**src/rtl/bmv_pkg.sv**
```systemverilog
package bmv_pkg;
  typedef enum logic [2:0] {
    ST_IDLE, ST_OPD, ST_OPS, ST_RD, ST_WR, ST_IO1, ST_IO2
  } bmv_st_t;

  localparam logic [1:0] CY_IDLE  = 2'b00;
  localparam logic [1:0] CY_READ  = 2'b01;
  localparam logic [1:0] CY_WRITE = 2'b10;
endpackage

```
**src/rtl/bmv_seq.sv**
```systemverilog
module bmv_seq
  import bmv_pkg::*;
(
  input  logic    clk,
  input  logic    rst,
  input  logic    start,
  input  logic    more,
  output bmv_st_t st,
  output logic    ld,
  output logic    step,
  output logic    pass_end,
  output logic    done
);
  bmv_st_t st_q;

  assign st       = st_q;
  assign ld       = (st_q == ST_IDLE) && start;
  assign step     = (st_q == ST_IO1);
  assign pass_end = (st_q == ST_IO2);

  always_ff @(posedge clk) begin
    if (rst) begin
      st_q <= ST_IDLE;
      done <= 1'b0;
    end else begin
      done <= 1'b0;
      case (st_q)
        ST_IDLE: if (start) st_q <= ST_OPD;
        ST_OPD:  st_q <= ST_OPS;
        ST_OPS:  st_q <= ST_RD;
        ST_RD:   st_q <= ST_WR;
        ST_WR:   st_q <= ST_IO1;
        ST_IO1:  st_q <= ST_IO2;
        ST_IO2: begin
          if (more) st_q <= ST_OPD;
          else begin
            st_q <= ST_IDLE;
            done <= 1'b1;
          end
        end
        default: st_q <= ST_IDLE;
      endcase
    end
  end

  // completion pulse lasts one cycle
  p_done_pulse_r9: assert property (@(posedge clk) disable iff (rst)
    done |=> !done);
  // a busy sequencer never returns to the load point on start alone
  p_start_ignored_r11: assert property (@(posedge clk) disable iff (rst)
    (st_q == ST_RD && start) |=> st_q == ST_WR);
endmodule

```
**src/rtl/bmv_index.sv**
```systemverilog
module bmv_index #(
  parameter int W      = 16,
  parameter int LOW_W  = 8
) (
  input  logic         clk,
  input  logic         rst,
  input  logic         load,
  input  logic [W-1:0] load_val,
  input  logic         step,
  input  logic         dec,
  input  logic         narrow,
  output logic [W-1:0] q
);
  localparam int HI_W = W - LOW_W;

  logic [LOW_W-1:0] lo_next;
  logic [W-1:0]     full_next;

  always_comb begin
    lo_next   = dec ? q[LOW_W-1:0] - LOW_W'(1) : q[LOW_W-1:0] + LOW_W'(1);
    full_next = dec ? q - W'(1) : q + W'(1);
  end

  always_ff @(posedge clk) begin
    if (rst) q <= '0;
    else if (load) q <= load_val;
    else if (step) begin
      if (narrow) q <= {q[W-1:LOW_W], lo_next};
      else        q <= full_next;
    end
  end

  // narrow stepping leaves the high part untouched
  p_hi_hold_r6: assert property (@(posedge clk) disable iff (rst)
    (step && narrow && !load) |=> q[W-1:W-HI_W] == $past(q[W-1:W-HI_W]));
endmodule

```
**src/rtl/bmv_count.sv**
```systemverilog
module bmv_count #(
  parameter int W      = 16,
  parameter int REWIND = 3
) (
  input  logic         clk,
  input  logic         rst,
  input  logic         load,
  input  logic [W-1:0] acc_in,
  input  logic [W-1:0] pc_in,
  input  logic         fetch_end,
  input  logic         pass_end,
  output logic [W-1:0] acc_q,
  output logic [W-1:0] pc_q,
  output logic         more
);
  assign more = (acc_q != '0);

  always_ff @(posedge clk) begin
    if (rst) begin
      acc_q <= '0;
      pc_q  <= '0;
    end else if (load) begin
      acc_q <= acc_in;
      pc_q  <= pc_in;
    end else begin
      if (fetch_end) pc_q <= pc_q + W'(REWIND);
      if (pass_end) begin
        acc_q <= acc_q - W'(1);
        if (more) pc_q <= pc_q - W'(REWIND);
      end
    end
  end

  // one decrement per pass
  p_acc_step_r7: assert property (@(posedge clk) disable iff (rst)
    pass_end |=> acc_q == $past(acc_q) - W'(1));
  // a repeating pass rewinds the program counter
  p_pc_rewind_r8: assert property (@(posedge clk) disable iff (rst)
    (pass_end && acc_q != '0) |=> pc_q == $past(pc_q) - W'(REWIND));
endmodule

```
**src/rtl/bmv_engine.sv**
```systemverilog
module bmv_engine
  import bmv_pkg::*;
#(
  parameter int DATA_W   = 8,
  parameter int OFF_W    = 16,
  parameter int NARROW_W = 8,
  parameter int REWIND   = 3
) (
  input  logic                      clk,
  input  logic                      rst,
  input  logic                      start,
  input  logic                      dir_dec,
  input  logic                      idx8,
  input  logic [OFF_W-1:0]          acc_in,
  input  logic [OFF_W-1:0]          x_in,
  input  logic [OFF_W-1:0]          y_in,
  input  logic [OFF_W-1:0]          pc_in,
  input  logic [DATA_W-1:0]         pbank_in,
  output logic [DATA_W+OFF_W-1:0]   mem_addr,
  output logic                      mem_rd,
  output logic                      mem_wr,
  output logic [DATA_W-1:0]         mem_wdata,
  input  logic [DATA_W-1:0]         mem_rdata,
  output logic [1:0]                cyc_type,
  output logic                      busy,
  output logic                      done,
  output logic [OFF_W-1:0]          acc_out,
  output logic [OFF_W-1:0]          x_out,
  output logic [OFF_W-1:0]          y_out,
  output logic [OFF_W-1:0]          pc_out,
  output logic [DATA_W-1:0]         dbank_out
);
  localparam int ADDR_W = DATA_W + OFF_W;
  localparam int NIDX   = 2;

  bmv_st_t           st;
  logic              ld, step, pass_end, more;
  logic [DATA_W-1:0] pb_q, db_q, sb_q, dat_q;
  logic              dir_q, nar_q;
  logic [OFF_W-1:0]  idx_in [NIDX];
  logic [OFF_W-1:0]  idx_q  [NIDX];

  bmv_seq u_seq (
    .clk(clk), .rst(rst), .start(start), .more(more), .st(st),
    .ld(ld), .step(step), .pass_end(pass_end), .done(done)
  );

  bmv_count #(.W(OFF_W), .REWIND(REWIND)) u_count (
    .clk(clk), .rst(rst), .load(ld), .acc_in(acc_in), .pc_in(pc_in),
    .fetch_end(st == ST_OPS), .pass_end(pass_end),
    .acc_q(acc_out), .pc_q(pc_out), .more(more)
  );

  assign idx_in[0] = x_in;
  assign idx_in[1] = y_in;

  for (genvar i = 0; i < NIDX; i++) begin : g_idx
    bmv_index #(.W(OFF_W), .LOW_W(NARROW_W)) u_idx (
      .clk(clk), .rst(rst), .load(ld), .load_val(idx_in[i]),
      .step(step), .dec(dir_q), .narrow(nar_q), .q(idx_q[i])
    );
  end

  assign x_out     = idx_q[0];
  assign y_out     = idx_q[1];
  assign dbank_out = db_q;
  assign busy      = (st != ST_IDLE);
  assign mem_wdata = dat_q;

  always_ff @(posedge clk) begin
    if (rst) begin
      pb_q  <= '0;
      db_q  <= '0;
      sb_q  <= '0;
      dat_q <= '0;
      dir_q <= 1'b0;
      nar_q <= 1'b0;
    end else begin
      if (ld) begin
        pb_q  <= pbank_in;
        dir_q <= dir_dec;
        nar_q <= idx8;
      end
      if (st == ST_OPD) db_q  <= mem_rdata;
      if (st == ST_OPS) sb_q  <= mem_rdata;
      if (st == ST_RD)  dat_q <= mem_rdata;
    end
  end

  always_comb begin
    mem_addr = '0;
    mem_rd   = 1'b0;
    mem_wr   = 1'b0;
    cyc_type = CY_IDLE;
    case (st)
      ST_OPD: begin
        mem_addr = {pb_q, pc_out + OFF_W'(1)};
        mem_rd   = 1'b1;
        cyc_type = CY_READ;
      end
      ST_OPS: begin
        mem_addr = {pb_q, pc_out + OFF_W'(2)};
        mem_rd   = 1'b1;
        cyc_type = CY_READ;
      end
      ST_RD: begin
        mem_addr = {sb_q, idx_q[0]};
        mem_rd   = 1'b1;
        cyc_type = CY_READ;
      end
      ST_WR: begin
        mem_addr = {db_q, idx_q[1]};
        mem_wr   = 1'b1;
        cyc_type = CY_WRITE;
      end
      default: ;
    endcase
  end

  // strobes never overlap
  p_strobe_excl_r10: assert property (@(posedge clk) disable iff (rst)
    !(mem_rd && mem_wr));
  // every write directly follows a read
  p_wr_after_rd_r3: assert property (@(posedge clk) disable iff (rst)
    mem_wr |-> $past(mem_rd));
  // two quiet busy cycles after a write
  p_quiet_one_r4: assert property (@(posedge clk) disable iff (rst)
    $past(mem_wr) |-> (cyc_type == CY_IDLE && busy));
  p_quiet_two_r4: assert property (@(posedge clk) disable iff (rst)
    $past(mem_wr, 2) |-> (cyc_type == CY_IDLE && busy && !mem_rd));
  // data bank follows the destination operand read
  p_dbank_load_r2: assert property (@(posedge clk) disable iff (rst)
    (st == ST_OPD) |=> dbank_out == $past(mem_rdata));
endmodule

```
**config.mk**
```make
export PLATFORM = sky130hd
export DESIGN_NAME = bmv_engine
export DESIGN_NICKNAME = d
export VERILOG_FILES = /design/src/rtl/bmv_pkg.sv /design/src/rtl/bmv_seq.sv /design/src/rtl/bmv_index.sv /design/src/rtl/bmv_count.sv /design/src/rtl/bmv_engine.sv
export SDC_FILE = /design/constraint.sdc
export NUM_CORES = 1
export LEC_CHECK = 0
export BUFFER_PORTS_ARGS = -buffer_cell sky130_fd_sc_hd__buf_2
export CORE_MARGIN = 3
export CORE_UTILIZATION = 57
export CTS_CLUSTER_DIAMETER = 150
export DETAILED_ROUTE_END_ITERATION = 10
export PLACE_DENSITY = 0.9
export SLEW_MARGIN = 20
export SYNTH_ARGS = -nofsm -noshare
export SYNTH_HDL_FRONTEND = slang
export SYNTH_SLANG_ARGS = --single-unit
```
**constraint.sdc**
```tcl
create_clock -name clk -period 4.3 [get_ports clk]
set_input_delay 0.645 -clock clk [delete_from_list [all_inputs] [get_ports clk]]
set_output_delay 0.645 -clock clk [all_outputs]
set_load 0.05 [all_outputs]
```
* After elaboration in Yosys (flattened, before gate mapping)
Index checks and enable logic that the tools add are counted.
** Word-level totals
- Register bits :: 102
- Output and inout port bits :: 110
** Operators by class
- Reductions and logical operators :: 9
- Add/subtract/negate cells :: 13
- Bitwise gates (word level) :: 1
- Equality and inequality tests :: 8
- Multiplexer cells :: 24
** Operators by type and width (count)
- 2-to-1 mux 16 bit :: 14
- case mux 24 bit (4 select lines) :: 1
- adder 16 x 1 -> 16 bit (second input constant) :: 3
- subtractor 16 x 1 -> 16 bit (second input constant) :: 3
- adder 16 x 2 -> 16 bit (second input constant) :: 2
- case mux 3 bit (7 select lines) :: 1
- adder 8 x 1 -> 8 bit (second input constant) :: 2
- 2-to-1 mux 8 bit :: 2
- nonzero test 16 bit :: 1
- subtractor 16 x 2 -> 16 bit (second input constant) :: 1
- subtractor 8 x 1 -> 8 bit (second input constant) :: 2
- equality test 3 bit (second input constant) :: 3
- equality test 3 x 2 -> 1 bit (second input constant) :: 2
- 2-to-1 mux 1 bit :: 4
- case mux 2 bit (2 select lines) :: 1
- nonzero test 2 bit :: 2
- equality test 3 x 1 -> 1 bit (second input constant) :: 1
- logical NOT 3 bit :: 1
- 2-to-1 mux 3 bit :: 1
- nonzero test 3 bit :: 1
- OR reduction 3 bit :: 1
- != test 2 x 1 -> 1 bit (second input constant) :: 1
- != test 2 bit (second input constant) :: 1
- AND reduction 2 bit :: 1
- other kinds (3) :: 3

* Depth between registers and ports, before layout
- Depth after elaboration :: 5
- Depth in mapped cells :: 9
- Gate-level depth less buffers :: 8

* Hierarchy
A second synthesis with hierarchy kept.
** Unflattened totals
- Cell total of the unflattened synthesis :: 922
- Area, all modules :: 7269.5 um^2
** Modules (own cells, without submodules)
- bmv_index :: area an instance 1312.5 um^2, cells each 162, times used 2
- bmv_engine :: area an instance 2323.5 um^2, cells each 310, times used 1
- bmv_count :: area an instance 2145.8 um^2, cells each 269, times used 1
- bmv_seq :: area an instance 175.2 um^2, cells each 19, times used 1

* Least setup slack after synthesis
OpenSTA, ideal clock, no wires.
- Kind :: reg-to-output
- Start :: reg u_count.pc_q[2]
- End :: out mem_addr[6]
- Data required time :: 3.655 ns
- Slack :: 0.544 ns
- Buffers on the path :: 1
- Stages on the path, launching flop included :: 4
- Arrival :: 3.111 ns
- Path through :: dfxtp_1 -> buf_2 -> nand4_1 -> o311ai_0
** Between the ends
- Longest elaborated chain between the ends :: 2
- Elaborated cells on any way between the ends :: 3
** Ends and longest elaborated chain
- start: declaration :: RTL line bmv_count.sv:13 : output logic [W-1:0] pc_q,
- start signal: assignment :: RTL line bmv_count.sv:24 : pc_q <= pc_in;
- start signal: assignment :: RTL line bmv_count.sv:26 : if (fetch_end) pc_q <= pc_q + W'(REWIND);
- start signal: assignment :: RTL line bmv_count.sv:29 : if (more) pc_q <= pc_q - W'(REWIND);
- adder 16 x 2 -> 16 bit or adder 16 x 1 -> 16 bit (tied branches) :: RTL line bmv_engine.sv:102, bmv_engine.sv:97
- case mux 24 bit (4 select lines) (*) :: RTL line bmv_engine.sv:95 : case (st)
- end: declaration :: RTL line bmv_engine.sv:19 : output logic [DATA_W+OFF_W-1:0] mem_addr,
Every way passes the cells marked *; elsewhere a longest branch is shown, timed or not.

* Worst setup path after layout
- Start :: reg u_seq.st_q[0], in the netlist u_seq.st[0]
- End :: out mem_addr[7]
** Between the ends
- Longest elaborated chain between the ends :: 2
- Elaborated cells on any way between the ends :: 5
** Ends and longest elaborated chain
- start: declaration :: RTL line bmv_seq.sv:14 : bmv_st_t st_q;
- start signal: assignment :: RTL line bmv_seq.sv:23 : st_q <= ST_IDLE;
- start signal: assignment :: RTL line bmv_seq.sv:28 : ST_IDLE: if (start) st_q <= ST_OPD;
- start signal: assignment :: RTL line bmv_seq.sv:29 : ST_OPD: st_q <= ST_OPS;
- equality test 3 bit, or another cell as far along :: RTL line bmv_engine.sv:95
- case mux 24 bit (4 select lines) (*) :: RTL line bmv_engine.sv:95
Marks and branches as above.

==> impl_metrics.env <==
export IMPL_outcome="complete, no violations"
export IMPL_relSlewSlack_pct=37.7
export IMPL_arrival_ns=3.12
export IMPL_io_pins=195
export IMPL_worst_slew_pin_slew_ns=0.932
export IMPL_cts_tree="done"
export IMPL_initialDrtViolationCount=827
export IMPL_drive_gt1_share_pct=23.1
export IMPL_core_um2=11600
export IMPL_slew_viol_final=0
export IMPL_cp_required_ns=3.65
export IMPL_drc=0
export IMPL_hold_viol=0
export IMPL_track_usage_pct=31.5
export IMPL_syn_area_per_cell_um2=7.60
export IMPL_cts_htree_levels=3
export IMPL_diodes=0
export IMPL_wl_per_cell_um=18.1
export IMPL_ir_drop_v=0.000306
export IMPL_synth_edff_count=0
export IMPL_async_reset_ff_share_pct=0
export IMPL_wl_met3_um=2220
export IMPL_synth_flop_cell="dfxtp_1"
export IMPL_cts_root_buf="clkbuf_16"
export IMPL_fmax_ghz=0.266
export IMPL_final_cell_area_um2=8190
export IMPL_syn_nets=1024
export IMPL_drv_cap=0
export IMPL_area_growth_pct=19.4
export IMPL_dieHeight_um=116
export IMPL_path_class="reg2out"
export IMPL_top_layer="met4"
export IMPL_ys_seq_area_share_pct=29.7
export IMPL_synth_seq_cells=102
export IMPL_grt_pass1_wl_um=34000
export IMPL_place_congestion=0.956
export IMPL_first_global_vias=6868
export IMPL_finalSetupTns_ns=0
export IMPL_rsz0062_at_grt="no"
export IMPL_setup_viol=0
export IMPL_power_density_nw_per_um2=362
export IMPL_num_vias=7822
export IMPL_die_area_um2=13400
export IMPL_hold_buffers=0
export IMPL_numClockSinks=102
export IMPL_min_path_type="reg2reg"
export IMPL_ant_nets=0
export IMPL_netlist_instances=903
export IMPL_wl_met1_um=8980
export IMPL_vias_per_cell=6.47
export IMPL_netlist_area_um2=6870
export IMPL_totalWireLength_um=21900
export IMPL_rows=39
export IMPL_fin_crit_ns=3.76
export IMPL_nets=1182
export IMPL_yosysUniqueCellTypes=75
export IMPL_die_w_um=116
export IMPL_start_util_pct=59.1
export IMPL_dr_pass1_iters=6
export IMPL_grt_overflow=0
export IMPL_post_cts_resized=0
export IMPL_grt_max_degree=57
export IMPL_met2_length_um=10100
export IMPL_clk_path_buf_depth=2
export IMPL_cts_clk_slew_worst_paths_ns=0.08
export IMPL_cts_buffers=9
export IMPL_yosys_warnings=0
export IMPL_cp_max_fo=23
export IMPL_antenna_found_initial=0
export IMPL_crit_path_end_kind="output pin"
export IMPL_cts_setup_buffers=0
export IMPL_dpl_instance_area_um2=7870
export IMPL_leakagePower_nw=3.66
export IMPL_dpl_hpwl_um=16000
export IMPL_clk_latency_ns=0.36
export IMPL_finalCritPeriodShare_pct=87.5
export IMPL_fin_skew_ns=0.00690
export IMPL_portBuffers=194
export IMPL_start_kind="register"
-- registers in the layout, indices dropped and copies added, names as in the netlist --
name           cells
g_idx.u_idx.q     32
u_count.acc_q     16
u_count.pc_q      16
dbank_out          8
mem_wdata          8
pb_q               8
sb_q               8
u_seq.st           3
dir_q              1
nar_q              1
u_seq.done         1
-- worst max-delay path: stages (launching register included) --
cell	delay, ns
dfxtp_1	0.79
or3b_2	0.67
o21ai_1	0.39
o21ai_0	0.13
o31a_1	0.12
o21ai_0	0.32
buf_2	0.34
-- stage by stage --
step           utilization (%)  hold slack, ns  worst slack, ns  instances  power, mW
5_1_grt                   70.6           0.482            0.374       1209       3.09
6_report                  70.6           0.455            0.535       1209       2.96
3_3_place_gp              67.8           0.443             1.00       1193       2.06
2_1_floorplan                -           0.433            0.544        903       1.82
3_5_place_dp              67.8           0.448            0.992       1193       2.07
4_1_cts                   70.6           0.458            0.615       1209       2.95
-- cell families after synthesis --
| logic type | synth area share (%) |
|---|---|
| compound gates | 28.5 |
| xor+xnor | 5.36 |
| fa+ha+maj | 6.78 |
| buf+inv | 4.36 |
| flops | 29.7 |
| mux | 1.08 |
| simple gates | 24.2 |
-- layout by cell type (no fill, tap or decap), types with 22 or more instances in the layout --
cell	Yosys	final
a21oi_1	81	81
a22oi_1	36	36
buf_2	8	194
dfxtp_1	102	102
ha_1	34	34
nand2_1	145	145
nor2_1	76	75
nor3_1	22	22
o21ai_0	43	43
-- synth_stat cells, types with 10 or more instances --
master	n	area share [%]
a21o_1	18	2.0
nor3_1	22	1.6
or3_1	12	1.1
a22oi_1	36	3.9
xnor2_1	21	2.7
clkbuf_1	46	2.5
o22ai_1	16	1.5
a221oi_1	10	1.3
nor2_1	76	4.2
inv_1	16	0.87
xor2_1	21	2.7
dfxtp_1	102	30
o21ai_0	43	3.1
nand2_1	145	7.9
ha_1	34	6.2
nand3_1	19	1.4
a31oi_1	10	0.91
a21oi_1	81	5.9
a211oi_1	14	1.5
-- layer usage --
| layer | vias up | track usage (%) |
|---|---|---|
| met4 | 0 | 11.4 |
| met2 | 458 | 49.6 |
| met1 | 3662 | 43.5 |
| met3 | 52 | 5.74 |
| met5 | - | 0 |
| li1 | 3650 | - |
-- path summary, 6_finish.rpt --
| kind | startpoint | to | slack, ns | cells after the start |
|---|---|---|---|---|
| setup / recovery | u_seq.st[0] | mem_addr[7] | 0.54 | 6 |
| hold / removal | mem_wdata[2] | mem_wdata[2] | 0.45 | 2 |
| setup reg to reg | u_seq.st[2] | g_idx[0].u_idx.q[14] | 1.26 | 4 |
| hold reg to reg | mem_wdata[2] | mem_wdata[2] | 0.45 | 2 |
-- cell type report --
class / count / area [um2]
Multi-Input combinational cell: 727 / 4540
Fill cell: 987 / 3420
Tap cell: 143 / 179
Inverter: 17 / 63.8
Timing Repair Buffer: 204 / 1050
Sequential cell: 102 / 2040
Clock buffer: 9 / 225
Clock inverter: 7 / 97.6
-- power by group --
part	leakage (nW)	internal, mW	switching (mW)
registers	0.836	1.02	0.126
clock network	0.159	0.473	0.421
logic	2.67	0.285	0.643
total	3.66	1.77	1.19
Power figures use the tool's default switching activity.
